File: src/rtl/pgcp_pkg.sv
package pgcp_pkg;

    parameter int COL_W       = 10;
    parameter int HALF_COLS   = 256;
    parameter int MAIN_COLS   = 512;
    parameter int SPARE_COLS  = 16;
    localparam int SPARE_SEL_W = $clog2(SPARE_COLS);

    localparam logic [7:0] OP_LOWER = 8'h00;
    localparam logic [7:0] OP_UPPER = 8'h01;
    localparam logic [7:0] OP_SPARE = 8'h50;

    typedef enum logic [1:0] {
        REG_LOWER = 2'd0,
        REG_UPPER = 2'd1,
        REG_SPARE = 2'd2
    } region_e;

    typedef struct packed {
        logic                 load;
        logic                 step;
        logic                 reload;
        logic [7:0]           addr;
        logic [COL_W-1:0]     last;
    } col_ctl_t;

    function automatic logic [COL_W-1:0] last_col(input logic short_pg);
        return short_pg ? COL_W'(MAIN_COLS - 1) : COL_W'(MAIN_COLS + SPARE_COLS - 1);
    endfunction

    function automatic logic [COL_W-1:0] start_col(input region_e r, input logic [7:0] a);
        case (r)
            REG_UPPER: return COL_W'(HALF_COLS) + COL_W'(a);
            REG_SPARE: return COL_W'(MAIN_COLS) + COL_W'(a[SPARE_SEL_W-1:0]);
            default:   return COL_W'(a);
        endcase
    endfunction

    function automatic logic [COL_W-1:0] wrap_base(input region_e r);
        return (r == REG_SPARE) ? COL_W'(MAIN_COLS) : '0;
    endfunction

endpackage

File: src/rtl/pgcp_region.sv
module pgcp_region
    import pgcp_pkg::*;
(
    input  logic       clk,
    input  logic       rst,
    input  logic       freeze,
    input  logic       cmd_valid,
    input  logic [7:0] cmd_code,
    input  logic       short_page,
    output region_e    region
);

    always_ff @(posedge clk) begin
        if (rst) begin
            region <= REG_LOWER;
        end else if (cmd_valid && !freeze) begin
            case (cmd_code)
                OP_LOWER: region <= REG_LOWER;
                OP_UPPER: region <= REG_UPPER;
                OP_SPARE: if (!short_page) region <= REG_SPARE;
                default:  region <= region;
            endcase
        end
    end

endmodule

File: src/rtl/pgcp_col_ctr.sv
module pgcp_col_ctr
    import pgcp_pkg::*;
(
    input  logic             clk,
    input  logic             rst,
    input  logic             freeze,
    input  region_e          region,
    input  col_ctl_t         ctl,
    output logic [COL_W-1:0] col
);

    logic at_end;
    assign at_end = (col == ctl.last);

    always_ff @(posedge clk) begin
        if (rst) begin
            col <= '0;
        end else if (ctl.reload) begin
            col <= wrap_base(region);
        end else if (!freeze) begin
            if (ctl.load) begin
                col <= start_col(region, ctl.addr);
            end else if (ctl.step && !at_end) begin
                col <= col + COL_W'(1);
            end
        end
    end

endmodule

File: src/rtl/pgcp_seq.sv
module pgcp_seq #(
    parameter int PAGE_W = 13
) (
    input  logic              clk,
    input  logic              rst,
    input  logic              wrap_hit,
    input  logic              xfer_done,
    input  logic              page_load,
    input  logic [PAGE_W-1:0] page_in,
    output logic              busy,
    output logic              page_req,
    output logic              reload,
    output logic [PAGE_W-1:0] page_addr
);

    assign reload = busy && xfer_done;

    always_ff @(posedge clk) begin
        if (rst) begin
            busy      <= 1'b0;
            page_req  <= 1'b0;
            page_addr <= '0;
        end else begin
            page_req <= wrap_hit;
            if (wrap_hit) begin
                busy      <= 1'b1;
                page_addr <= page_addr + PAGE_W'(1);
            end else if (reload) begin
                busy <= 1'b0;
            end else if (page_load && !busy) begin
                page_addr <= page_in;
            end
        end
    end

endmodule

File: src/rtl/page_col_ptr.sv
module page_col_ptr
    import pgcp_pkg::*;
#(
    parameter int PAGE_W = 13
) (
    input  logic              clk,
    input  logic              rst,
    input  logic              cmd_valid,
    input  logic [7:0]        cmd_code,
    input  logic              col_load,
    input  logic [7:0]        col_addr,
    input  logic              page_load,
    input  logic [PAGE_W-1:0] page_in,
    input  logic              rd_n,
    input  logic              short_page,
    input  logic              seq_en,
    input  logic              xfer_done,
    output logic [COL_W-1:0]  col_out,
    output logic [1:0]        region_out,
    output logic              busy,
    output logic              page_req,
    output logic [PAGE_W-1:0] page_addr
);

    logic     rd_q;
    logic     fall;
    logic     wrap_hit;
    logic     reload;
    region_e  region;
    col_ctl_t ctl;

    always_ff @(posedge clk) begin
        if (rst) rd_q <= 1'b1;
        else     rd_q <= rd_n;
    end

    assign fall     = rd_q && !rd_n;
    assign wrap_hit = fall && !busy && !col_load && seq_en
                      && (col_out == last_col(short_page));

    always_comb begin
        ctl.load   = col_load;
        ctl.step   = fall;
        ctl.reload = reload;
        ctl.addr   = col_addr;
        ctl.last   = last_col(short_page);
    end

    pgcp_region u_region (
        .clk        (clk),
        .rst        (rst),
        .freeze     (busy),
        .cmd_valid  (cmd_valid),
        .cmd_code   (cmd_code),
        .short_page (short_page),
        .region     (region)
    );

    pgcp_col_ctr u_col (
        .clk    (clk),
        .rst    (rst),
        .freeze (busy),
        .region (region),
        .ctl    (ctl),
        .col    (col_out)
    );

    pgcp_seq #(.PAGE_W(PAGE_W)) u_seq (
        .clk       (clk),
        .rst       (rst),
        .wrap_hit  (wrap_hit),
        .xfer_done (xfer_done),
        .page_load (page_load),
        .page_in   (page_in),
        .busy      (busy),
        .page_req  (page_req),
        .reload    (reload),
        .page_addr (page_addr)
    );

    assign region_out = region;

endmodule

File: config.mk
export PLATFORM = sky130hd
export DESIGN_NAME = page_col_ptr
export DESIGN_NICKNAME = d
export VERILOG_FILES = /design/src/rtl/pgcp_pkg.sv /design/src/rtl/pgcp_region.sv /design/src/rtl/pgcp_col_ctr.sv /design/src/rtl/pgcp_seq.sv /design/src/rtl/page_col_ptr.sv
export SDC_FILE = /design/constraint.sdc
export NUM_CORES = 1
export LEC_CHECK = 0
export BUFFER_PORTS_ARGS = -buffer_cell sky130_fd_sc_hd__buf_2
export CORE_MARGIN = 2
export CORE_UTILIZATION = 44
export CTS_CLUSTER_DIAMETER = 200
export CTS_CLUSTER_SIZE = 10
export DETAILED_ROUTE_END_ITERATION = 16
export PLACE_DENSITY = 0.79
export SLEW_MARGIN = 10
export SYNTH_ARGS = -nofsm -noshare
export SYNTH_HDL_FRONTEND = slang
export SYNTH_SLANG_ARGS = --single-unit
File: constraint.sdc
create_clock -name clk -period 2.2 [get_ports clk]
set_clock_uncertainty 0.1 [all_clocks]
set_input_delay 0.33 -clock clk [delete_from_list [all_inputs] [get_ports clk]]
set_output_delay 0.33 -clock clk [all_outputs]
set_load 0.005 [all_outputs]
==> reports/results.ini <==
[clock_network]
cts_buffers=3
cts_resized=1
cts_hold_buf=0
clk_latency_ns=0.28
tritoncts=yes
clk_pin_slew_ns=0.10
htree_levels=1
cts.sinks=28
cts-root-buf=clkbuf_8
cts.path.max_buffers=2
post_cts_buffers=0

[synth]
synth_warnings=0
synth_edf_count=0
synthTopCellsByCount=dfxtp_1, nand2_1, nand3_1
netlist.area_leader.share_pct=32.1
synth_area_leader_cell=dfxtp_1
synth_nets=256
synth_most_common_cell=dfxtp_1
ys_ff_latch=28
async_flop_share_pct=0
postSynthCellCount=214
yosysUniqueCellTypes=51
ys_top_cells_by_area=dfxtp_1, nand2_1, nand3_1, a21oi_1, o211ai_1
syn_area_mm2=0.00175
ys_seq_area_share_pct=32.1
synth.avg_cell_area_um2=8.16
ys.flop_type=dfxtp_1

[worst_setup_path]
cp-startpoint=u_seq.page_addr[1]
arrival_ns=2.23
path_buf_inv=0
rr_endpoint=u_seq.page_addr[12]
reg2reg_from=u_seq.page_addr[1]
r2r_slack_ns=0.09
rr_worst_depth=6
worst-setup-path-type=flip-flop to flip-flop
slowest_stage=or4b_4
crit_chain=ha_2, nand3_2, or2_4, or4b_4, or3_1, a31oi_1
start_kind=flip-flop
crit_family=simple AND/OR/NAND/NOR gates
critPathMaxFanout=6
crit_path_max_incr_delay_ns=0.55
cp-end-kind=flip-flop
crit_required_ns=2.31

[placement]
dpl_cell_area_mm2=0.00223
post-dp-hpwl_mm=3.71
place_congestion=0.909
portBuffers=64

[drt]
drtAntennaViolNets=0
drc=0
num_vias=1994
drtIter0Drc=147
viasPerCell=5.86
wire_per_inst_um=14.2
routed_wl_mm=4.83
dr.pass1.iters=4

[floorplanning]
chipHeight_um=67.0
initial_utilization_pct=46.7
die_w_um=67.0
fp-row-count=22
coreArea_mm2=0.00374
ios=65
dieArea_mm2=0.00449

[final_layout]
design_area_mm2=0.00233
diodes=0
drive_above_1_share_pct=36.0
finish.utilization_pct=62.4
syn_to_final_growth_pct=33.7
layout.nets=335

[sta]
max_slew_margin_pct=58.5
period_share_pct=96.1
fmax_mhz=473
period_needed_ns=2.11
hold_viol_final=0
setup_violations=0
rsz0062_at_grt=true
maxSlewViolCount=0
worst_pin_slew_ns=0.620

[min_path]
min_path_type=input pin to flip-flop
whs_path_depth=2
hold_end=rd_q
min_from=rd_n

[pwr]
ir_worst_vdd_v=0.000321
p_leak_uw=0.000981
p_per_area_mw_per_mm2=497

[job]
max_cap_violations=0

[global_route]
grt_overflow_total=0
grt_max_degree=22
grt_pass1_vias=1834
grt_use_total_pct=23.0
grt_pass1_wl_mm=8.14
antenna_found_initial=0

[run_status]
outcome=complete, no violations

## per-stage QoR
step	hold slack (ns)	setup slack (ns)	setup TNS (ns)	total power [uW]	cells
detailed placement	0.420	-0.0220	-0.0285	752	336
global route	0.159	-0.0101	-0.0101	1220	340
floorplan	0.337	0.0395	0	658	214
CTS	0.164	0.00394	0	1160	340
global placement	0.382	0.00669	0	748	336
finish	0.161	0.0857	0	1160	340
## how the worst max path moves through the flow
stage                          end  slack [ns]  cells after the start
6_report       u_seq.page_addr[12]        0.09                      6
5_1_grt        u_seq.page_addr[12]       -0.01                      6
4_1_cts        u_seq.page_addr[12]       0.004                      6
3_5_place_dp   u_seq.page_addr[12]       -0.02                      6
3_3_place_gp   u_seq.page_addr[12]       0.007                      6
2_1_floorplan  u_seq.page_addr[12]        0.04                      6
## placed cells by master, fill, tap and decap left out, types with 7 or more instances in the layout
| cell | n |
|---|---|
| dfxtp_1 | 25 |
| buf_2 | 64 |
| or3_1 | 7 |
| buf_4 | 21 |
| a31oi_1 | 8 |
| o211ai_1 | 8 |
| nand3_1 | 12 |
| a21oi_1 | 11 |
| nand2_1 | 19 |
| nor2_1 | 11 |
## area by class of cell
class / count / area (um2)
inverter: 5 / 18.8
sequential: 28 / 564
tap: 48 / 60.1
multi-input combinational: 170 / 1140
clock inverter: 1 / 30.0
timing repair buffer: 85 / 478
fill: 363 / 1410
clock buffer: 3 / 41.3
## state kept, by name, summed over array words and instances, names as in the netlist
name	count
u_col.col	10
u_seq.page_req	1
u_region.region	2
rd_q	1
u_seq.page_addr	13
u_seq.busy	1
## cell families (layout without fill, tap and decap cells)
| logic type | Yosys count | count (layout) | share of synthesized area [%] |
|---|---|---|---|
| multiplexers | 4 | 4 | 2.36 |
| XOR/XNOR | 2 | 2 | 1.00 |
| flip-flops | 28 | 28 | 32.1 |
| adder cells (fa/ha/maj) | 4 | 4 | 2.87 |
| buffers and inverters | 16 | 94 | 3.94 |
| AO/OA/AOI/OAI | 65 | 65 | 27.1 |
| AND/OR/NAND/NOR | 95 | 95 | 30.7 |
## report_power, final
part	leakage, uW	switching, uW	internal [uW]	total [uW]
logic	0.000714	90.3	93.5	184
clock network	0.0000357	173	244	417
registers	0.000231	27.3	532	559
total	0.000981	291	869	1160
## worst register-to-register path: stages (launching register included)
cell,delay (ns)
dfxtp_2,0.34
ha_2,0.18
nand3_2,0.10
or2_4,0.27
or4b_4,0.55
or3_1,0.35
a31oi_1,0.15
## per-layer routing
layer	vias to the layer above	global-route usage (%)	wire, um
li1	993	-	-
met1	938	31.0	2190
met2	59	38.1	2350
met3	4	1.86	238
met4	0	7.65	58
met5	-	0	0
(Power assumes the default switching activity.)
